===== src/rtl/rstPulsePkg.sv =====
package rstPulsePkg;
  typedef enum logic [1:0] {
    ST_IDLE = 2'd0,
    ST_COLD = 2'd1,
    ST_WARM = 2'd2
  } pulseState_t;

  typedef struct packed {
    logic loadCold;
    logic loadWarm;
  } pulseStrobe_t;
endpackage


===== src/rtl/rstPulseDp.sv =====
module rstPulseDp
  import rstPulsePkg::*;
#(
  parameter int COLD_CYCLES = 5000,
  parameter int WARM_CYCLES = 500
) (
  input  logic         clk,
  input  logic         rstN,
  input  pulseStrobe_t strb,
  output logic         lastCycle
);
  localparam int MAX_CYCLES = (COLD_CYCLES > WARM_CYCLES) ? COLD_CYCLES : WARM_CYCLES;
  localparam int CNT_W = $clog2(MAX_CYCLES + 1);
  localparam logic [CNT_W-1:0] COLD_LOAD = CNT_W'(COLD_CYCLES - 1);
  localparam logic [CNT_W-1:0] WARM_LOAD = CNT_W'(WARM_CYCLES - 1);

  logic [CNT_W-1:0] remain;

  always_ff @(posedge clk) begin
    if (!rstN) begin
      remain <= '0;
    end else if (strb.loadCold) begin
      remain <= COLD_LOAD;
    end else if (strb.loadWarm) begin
      remain <= WARM_LOAD;
    end else if (remain != '0) begin
      remain <= remain - 1'b1;
    end
  end

  assign lastCycle = (remain == '0);
endmodule


===== src/rtl/rstPulseCtl.sv =====
module rstPulseCtl
  import rstPulsePkg::*;
(
  input  logic         clk,
  input  logic         rstN,
  input  logic         reqStart,
  input  logic         reqCold,
  input  logic         sysPwrOkIn,
  input  logic         lastCycle,
  output pulseStrobe_t strb,
  output logic         busy,
  output logic         coldActive,
  output logic         warmActive
);
  pulseState_t state, stateNext;

  always_comb begin
    stateNext = state;
    strb = '0;
    unique case (state)
      ST_IDLE: begin
        if (reqStart) begin
          if (reqCold) begin
            if (sysPwrOkIn) begin
              strb.loadCold = 1'b1;
              stateNext = ST_COLD;
            end
          end else begin
            strb.loadWarm = 1'b1;
            stateNext = ST_WARM;
          end
        end
      end
      ST_COLD, ST_WARM: begin
        if (lastCycle) stateNext = ST_IDLE;
      end
      default: stateNext = ST_IDLE;
    endcase
  end

  always_ff @(posedge clk) begin
    if (!rstN) state <= ST_IDLE;
    else       state <= stateNext;
  end

  assign coldActive = (state == ST_COLD);
  assign warmActive = (state == ST_WARM);
  assign busy = coldActive | warmActive;
endmodule


===== src/rtl/rstPulseGen.sv =====
module rstPulseGen
  import rstPulsePkg::*;
#(
  parameter int COLD_CYCLES = 5000,
  parameter int WARM_CYCLES = 500,
  parameter int COLD_MIN = 4550,
  parameter int WARM_MIN = 25
) (
  input  logic clk,
  input  logic rstN,
  input  logic reqStart,
  input  logic reqCold,
  input  logic sysPwrOkIn,
  output logic busy,
  output logic pwrOkOverride,
  output logic rcinOe,
  output logic rcinDrv
);
  pulseStrobe_t strb;
  logic lastCycle;
  logic coldActive;
  logic warmActive;

  generate
    if (COLD_CYCLES < COLD_MIN || WARM_CYCLES < WARM_MIN || WARM_CYCLES < 1) begin : g_badParam
      initial $error("pulse width parameter below its minimum");
    end
  endgenerate

  rstPulseCtl u_ctl (
    .clk(clk), .rstN(rstN), .reqStart(reqStart), .reqCold(reqCold),
    .sysPwrOkIn(sysPwrOkIn), .lastCycle(lastCycle), .strb(strb),
    .busy(busy), .coldActive(coldActive), .warmActive(warmActive)
  );

  rstPulseDp #(.COLD_CYCLES(COLD_CYCLES), .WARM_CYCLES(WARM_CYCLES)) u_dp (
    .clk(clk), .rstN(rstN), .strb(strb), .lastCycle(lastCycle)
  );

  assign pwrOkOverride = coldActive;
  assign rcinOe = warmActive;
  assign rcinDrv = 1'b0;
endmodule


===== config.mk =====
export PLATFORM = sky130hd
export DESIGN_NAME = rstPulseGen
export DESIGN_NICKNAME = d
export VERILOG_FILES = /design/src/rtl/rstPulsePkg.sv /design/src/rtl/rstPulseDp.sv /design/src/rtl/rstPulseCtl.sv /design/src/rtl/rstPulseGen.sv
export SDC_FILE = /design/constraint.sdc
export NUM_CORES = 1
export LEC_CHECK = 0
export CORE_MARGIN = 8
export CORE_UTILIZATION = 58
export CTS_CLUSTER_SIZE = 10
export DETAILED_ROUTE_END_ITERATION = 10
export PLACE_DENSITY = 0.87
export SLEW_MARGIN = 5
export SYNTH_ARGS = -nofsm -noshare
export SYNTH_HDL_FRONTEND = slang
export SYNTH_SLANG_ARGS = --single-unit
export TNS_END_PERCENT = 10

===== constraint.sdc =====
create_clock -name clk -period 4.3 [get_ports clk]
set_input_delay 0.43 -clock clk [delete_from_list [all_inputs] [get_ports clk]]
set_output_delay 0.43 -clock clk [all_outputs]
set_load 0.05 [all_outputs]

==> results of run 1 <==
[layer usage]
metal  part of all wire  vias to the layer above  global-route usage
li1                   -                      375                   -
met1               0.48                      337               0.154
met2               0.47                       14               0.167
met3              0.038                        4              0.0365
met4              0.014                        0              0.0704
met5                  0                        -                   0
[report_power, final]
part | internal [mW] | leakage, nW | switching, mW
clock network | 0.0362 | 0.0150 | 0.0470
registers | 0.196 | 0.124 | 0.0670
logic | 0.216 | 0.248 | 0.284
total | 0.448 | 0.387 | 0.398
[path summary, 6_finish.rpt]
kind                            slack, ns  cells after the start                           to
worst min register to register       0.48                      2  u_ctl.state[1]$_SDFFE_PN0P_
worst min-delay path                 0.48                      2  u_ctl.state[1]$_SDFFE_PN0P_
worst max-delay path                 1.99                      3                         busy
worst max register to register       2.30                      6  u_ctl.state[0]$_SDFFE_PN0P_
[cells in the mapped netlist, drive strengths merged (3+ instances only)]
| cell | number | share of area |
|---|---|---|
| nand2 | 5 | 0.021 |
| dfxtp | 15 | 0.33 |
| xnor2 | 5 | 0.048 |
| a21oi | 5 | 0.032 |
| nor2 | 4 | 0.017 |
| o21ai | 4 | 0.022 |
| nand3 | 7 | 0.044 |
| or4 | 4 | 0.033 |
| inv | 5 | 0.021 |
| ha | 5 | 0.069 |
| or2 | 3 | 0.021 |
| mux2i | 4 | 0.044 |
| a31oi | 4 | 0.034 |
[tightest hold or removal path: stages (launching register included)]
cell	delay [ns]
sky130_fd_sc_hd__dfxtp_1	0.33
sky130_fd_sc_hd__nand2_1	0.06
sky130_fd_sc_hd__mux2i_1	0.05
[stage by stage]
step	total power [mW]	instance area, um^2	util	setup WS (ns)	cells
global route	0.898	1000	0.675	1.96	121
finish	0.846	1000	0.675	1.99	121
CTS	0.841	1000	0.675	2.00	121
detailed placement	0.757	978	0.657	2.26	117
global placement	0.735	978	0.657	2.27	117
floorplan	0.659	907	-	2.49	97
[kinds of logic after synthesis]
group / Yosys count
AO/OA/AOI/OAI: 20
XOR/XNOR: 6
adder cells (fa/ha/maj): 5
buffers and inverters: 8
flip-flops: 15
multiplexers: 5
other: 1
AND/OR/NAND/NOR: 37
[sequential cells by signal, indices dropped and copies added (netlist names)]
name / count
u_dp.remain: 13
u_ctl.state: 2
[final cells by class]
cell class                 instances  area, um^2
timing repair buffer               7        70.1
clock buffer                       4        26.3
sequential                        15         300
inverter                           5        18.8
multi-input combinational         74         569
tap                               16        20.0
fill                             113         484
==> implementation parameters, run 1 <==
Parameter                              Value

Worst setup path
  Maximum single-stage delay on the critical path ... slightly above 0.8 ns
  Cells along the critical path ... inv_1 -> ha_1 -> clkdlybuf4s50_1
  Cell family with the largest share of critical-path delay ... buffers and inverters
  Crit. End Element ... output port
  Critical path buffers and inverters ... 2
  Worst Setup Start Kind ... register
  Worst EP arrival ... about 1.9 ns
  Critical Path Start ... u_ctl.state[0]$_SDFFE_PN0P_
  Endpoint required time on the critical path ... 3.87 ns
  Peak fanout along the critical path ... 3
  Reg2Reg Launch Point ... u_dp.remain[0]$_SDFFE_PN0P_
  Slowest cell on the critical path ... sky130_fd_sc_hd__clkdlybuf4s50_1
  Class of the most critical setup path ... register to output port

Synthesis
  Post-synthesis adder-cell area fraction ... 0.0690
  Primary FF master, synth ... sky130_fd_sc_hd__dfxtp_1
  Synthesized-area fraction occupied by ao, oa, aoi and oai cells ... 0.163
  Main combinational cell family by area after synthesis ... simple AND/OR/NAND/NOR gates
  Parity-gate share of the synthesized area counting xor and xnor cells ... 0.0579
  Distinct cell type count of the synthesized netlist ... 38
  Warning count from the yosys run ... 0
  Post-Syn Area ... 907 um^2
  Register bit total from synthesis ... 15
  Total nets after synthesis ... ~110
  Simple-Gate Fraction of Synth Area ... 0.273
  Share of synthesized area occupied by flip-flops and latches ... 0.331
  Cells after Synth ... 97
  Count of flip-flops with a built-in enable after synthesis ... 0
  Average instance area after synthesis ... a little over 9 um^2
  Multiplexer area fraction after synthesis ... 0.0607
  Asr flop ratio synth ... 0

Power and ir drop
  Leakage power of the design ... 0.387 nW
  Worst vdd rail ir drop ... roughly 0.00041 V
  P per Cell Area ... 842 mW/mm^2

CTS
  Number of H-tree branching levels ... 1
  Clock buffer depth ... 2
  Count of cells resized by post-cts repair ... 0
  Number of buffers created by CTS ... 3
  TritonCTS clock tree ... built
  Clock network latency to the later pin of the worst-skew pair ... 0.30 ns
  Number of clock sinks ... 15
  Hold buffer count at CTS ... 0
  Root Driver ... sky130_fd_sc_hd__clkbuf_4
  Clock transition time at the flip-flop clock pins of the worst setup and hold paths ... 0.09 ns
  Post-CTS setup buffer count ... 0

Floorplan
  Die Y ... 55.5 um
  Std-Cell Core Area ... 0.00149 mm^2
  Horizontal die dimension ... 55.5 um
  Num rows ... 14
  Top-level I/O count ... 9
  Die Footprint ... 0.00309 mm^2
  Initial Utilization ... 0.609

STA
  Max-Slew Margin vs Limit ... 0.559
  Actual transition at the worst max-transition pin ... 0.656 ns
  RSZ-0062 raised after global routing ... false
  Post-route minimum period ... 2.31 ns
  Maximum clock frequency ... 433 MHz
  Final worst path period share ... 0.537
  Setup tns final ... 0 ns
  Clock skew ... 0.0104 ns
  Final setup viols ... 0
  Final Hold Fails ... 0
  Final Slew Violations ... 0
  Final worst hold slack ... 0.482 ns

Flow run
  Total of max-cap violations ... 0

Drt
  Vias per cell ... 6.03
  DRC violation total after the first TritonRoute iteration ... 20
  Routed WL ... 1910 um
  Count of nets left with antenna violations after detail routing ... 0
  Length of the first detailed-routing pass in iterations ... 4
  Average wire per standard cell ... 15.8 um
  Vias ... 730
  Number of remaining DRC errors ... 0

Place
  Count of buffers from port buffering ... 7
  GPL Wtd Cong ... 0.787
  Post-DP HPWL ... 1430 um

Final layout
  Number of nets in the finished design ... roughly 120
  Most frequent cells in the layout ... sky130_fd_sc_hd__dfxtp_1 (15), sky130_fd_sc_hd__clkdlybuf4s50_1 (7), sky130_fd_sc_hd__nand3_1 (6)
  Number of antenna repair diodes ... 0
  Leading cell type in the layout, fill and taps excluded ... sky130_fd_sc_hd__dfxtp_1
  Synth-to-layout area growth ... 10.8%
  Share of final-layout standard cells stronger than drive strength 1 ... 0.181

Global routing
  Tot GR Track Use ... 0.119
  Antenna violations before repair ... 0
  Vias in the first global route ... 644
  Maximum number of pins on one net before global-route repair ... 10
  Global-route wire length before repair ... roughly 3000 um
  Final global-route overflow total ... 0

Run status
  Result of the run ... completed

Worst hold path
  Class of the tightest hold or removal check ... register to register
  Source of the worst hold timing path ... u_ctl.state[1]$_SDFFE_PN0P_
Note: power is estimated with default switching activity, not from simulation.
==> run 2: changes to the inputs <==
- CORE_UTILIZATION: 58 -> 54
- PLACE_DENSITY: 0.87 -> 0.82
- clock period: 4.3 -> 2.3 ns (I/O delays scaled with it)
==> implementation parameters, run 2 (synthesis gave the netlist of run 1 again) <==
Parameter                              Value

Run status
  Result of the run ... completed

Worst hold path
  Source of the worst hold timing path ... u_dp.remain[11]$_SDFFE_PP0N_
  Worst hold path depth ... 2 (unchanged)
  Class of the tightest hold or removal check ... register to register
  Terminating pin of the worst hold path ... u_dp.remain[11]$_SDFFE_PP0N_

Worst setup path
  Worst EP arrival ... 1.88 ns (about the same)
  Reg2Reg Launch Point ... u_dp.remain[0]$_SDFFE_PN0P_
  Peak fanout along the critical path ... 3 (unchanged)
  Worst Setup Start Kind ... register
  Class of the most critical setup path ... register to output port
  Reg2Reg Capture Point ... u_ctl.state[0]$_SDFFE_PN0P_
  Register-to-Register Setup Slack ... 0.35 ns (-1.95 ns)
  Crit. End Element ... output port
  Endpoint required time on the critical path ... 2.07 ns (-1.80 ns)
  Worst Reg-to-Reg Cells ... 6 (unchanged)
  Critical Path Start ... u_ctl.state[0]$_SDFFE_PN0P_

STA
  Max-Slew Margin vs Limit ... 0.587 (+0.0281)
  Final setup viols ... 0 (unchanged)
  Clock skew ... 0.00567 ns (-0.00476 ns)
  Final Hold Fails ... 0 (unchanged)
  Final worst path period share ... 0.917
  Actual transition at the worst max-transition pin ... 0.618 ns (-0.0382 ns)
  Final Slew Violations ... 0 (unchanged)
  Post-route minimum period ... around 2.1 ns
  Setup tns final ... 0 ns (unchanged)
  RSZ-0062 raised after global routing ... false
  Maximum clock frequency ... about 470 MHz

Drt
  Length of the first detailed-routing pass in iterations ... 4 (unchanged)
  Vias ... 758 (+3.8%)
  Average wire per standard cell ... 15.9 um (+1.1%)
  Vias per cell ... 6.16 (+2.1%)
  Count of nets left with antenna violations after detail routing ... 0 (unchanged)
  DRC violation total after the first TritonRoute iteration ... 14 (-30%)
  Routed WL ... 1960 um (+2.8%)
  Number of remaining DRC errors ... 0 (unchanged)

CTS
  Clock transition time at the flip-flop clock pins of the worst setup and hold paths ... 0.09 ns (about the same)
  Number of clock sinks ... 15 (unchanged)
  Post-CTS setup buffer count ... 0 (unchanged)
  Clock buffer depth ... 2 (unchanged)
  Root Driver ... sky130_fd_sc_hd__clkbuf_4
  Number of H-tree branching levels ... 1 (unchanged)
  Clock network latency to the later pin of the worst-skew pair ... 0.29 ns (about the same)
  Count of cells resized by post-cts repair ... 0 (unchanged)
  TritonCTS clock tree ... built
  Hold buffer count at CTS ... 0 (unchanged)
  Number of buffers created by CTS ... 3 (unchanged)

Global routing
  Maximum number of pins on one net before global-route repair ... 10 (unchanged)
  Vias in the first global route ... 730 (+13%)
  Tot GR Track Use ... 0.126 (+0.00671)
  Global-route wire length before repair ... 3330 um (+10%)
  Final global-route overflow total ... 0 (unchanged)
  Antenna violations before repair ... 0 (unchanged)

Floorplan
  Top-level I/O count ... 9 (unchanged)
  Std-Cell Core Area ... 0.00165 mm^2 (+11%)
  Num rows ... 15 (+1)
  Die Footprint ... 0.00325 mm^2 (+5.3%)
  Horizontal die dimension ... 57.0 um (+2.6%)
  Initial Utilization ... 0.549 (-0.0600)
  Die Y ... 57.0 um (+2.6%)

Power and ir drop
  Total power ... 1.60 mW (+89%)
  P per Cell Area ... 1580 mW/mm^2 (+87%)
  Worst vdd rail ir drop ... 0.000881 V (+110%)
  Leakage power of the design ... 0.391 nW (+1.2%)

Final layout
  Share of final-layout standard cells stronger than drive strength 1 ... 0.189 (+0.00773)
  Number of nets in the finished design ... 117 (+0.86%)
  Leading cell type in the layout, fill and taps excluded ... sky130_fd_sc_hd__dfxtp_1
  Number of cells in the finished layout apart from fillers ... 123 (+1.7%)
  Max reg flops ... 13 (unchanged)
  Register name with the most flops ... u_dp.remain
  Synth-to-layout area growth ... 11.7%
  Number of antenna repair diodes ... 0 (unchanged)
  Fillcell total ... 147 (+30%)
  Most frequent cells in the layout ... sky130_fd_sc_hd__dfxtp_1 (15), sky130_fd_sc_hd__clkdlybuf4s50_1 (7), sky130_fd_sc_hd__nand3_1 (6)
  Registers with the most flip-flops ... u_dp.remain (13), u_ctl.state (2)

Place
  DP Cell Count ... 119 (+1.7%)
  Post-DP HPWL ... 1510 um (+5.7%)
  Count of buffers from port buffering ... 7 (unchanged)
  GPL Wtd Cong ... 0.811 (+3.0%)

Flow run
  Total of max-cap violations ... 0 (unchanged)
-- run 2: worst max-delay path by stage --
stage                                        to  slack (ns)  cells past startpoint
finish                                     busy        0.19                      3
global route                               busy        0.12                      3
CTS                                        busy        0.17                      3
detailed placement  u_ctl.state[0]$_SDFFE_PN0P_        0.36                      6
global placement    u_dp.remain[6]$_SDFFE_PP0P_        0.42                      6
floorplan           u_dp.remain[6]$_SDFFE_PP0P_        0.49                      6
-- run 2: power by group --
| group | leakage, nW | total [mW] | switching [mW] | internal [mW] |
|---|---|---|---|---|
| Sequential | 0.124 | 0.493 | 0.128 | 0.366 |
| Combinational | 0.253 | 0.949 | 0.525 | 0.423 |
| Clock | 0.0150 | 0.154 | 0.0867 | 0.0675 |
-- run 2: layout make-up --
cell class,count,area [um^2],share of cell area
Clock buffer,4,26.3,0.0259
Inverter,5,18.8,0.0185
Multi-Input combinational cell,74,569,0.562
Sequential cell,15,300,0.296
Tap cell,17,21.3,0.0210
Timing Repair Buffer,8,77.6,0.0765
-- run 2: critical path, cell delays in order (launching register included) --
cell and delay (ns):
sky130_fd_sc_hd__dfxtp_1 0.37, sky130_fd_sc_hd__inv_1 0.09, sky130_fd_sc_hd__ha_1 0.32, sky130_fd_sc_hd__clkdlybuf4s50_1 0.81
-- run 2: per-stage QoR --
| step | utilization | hold slack (ns) | setup WS (ns) | instance area, um^2 |
|---|---|---|---|---|
| 6_report | 0.614 | 0.500 | 0.192 | 1010 |
| 5_1_grt | 0.614 | 0.550 | 0.116 | 1010 |
| 4_1_cts | 0.614 | 0.503 | 0.171 | 1010 |
| 3_5_place_dp | 0.598 | 0.491 | 0.356 | 987 |
| 3_3_place_gp | 0.598 | 0.469 | 0.415 | 987 |
| 2_1_floorplan | - | 0.384 | 0.485 | 907 |
-- run 2: per-layer routing --
metal / routed length (um) / GRT usage / up-vias
met5: 0 / 0 / -
met2: 963 / 0.206 / 13
li1: - / - / 377
met3: 58 / 0.0266 / 5
met1: 897 / 0.151 / 363
met4: 39 / 0.0604 / 0
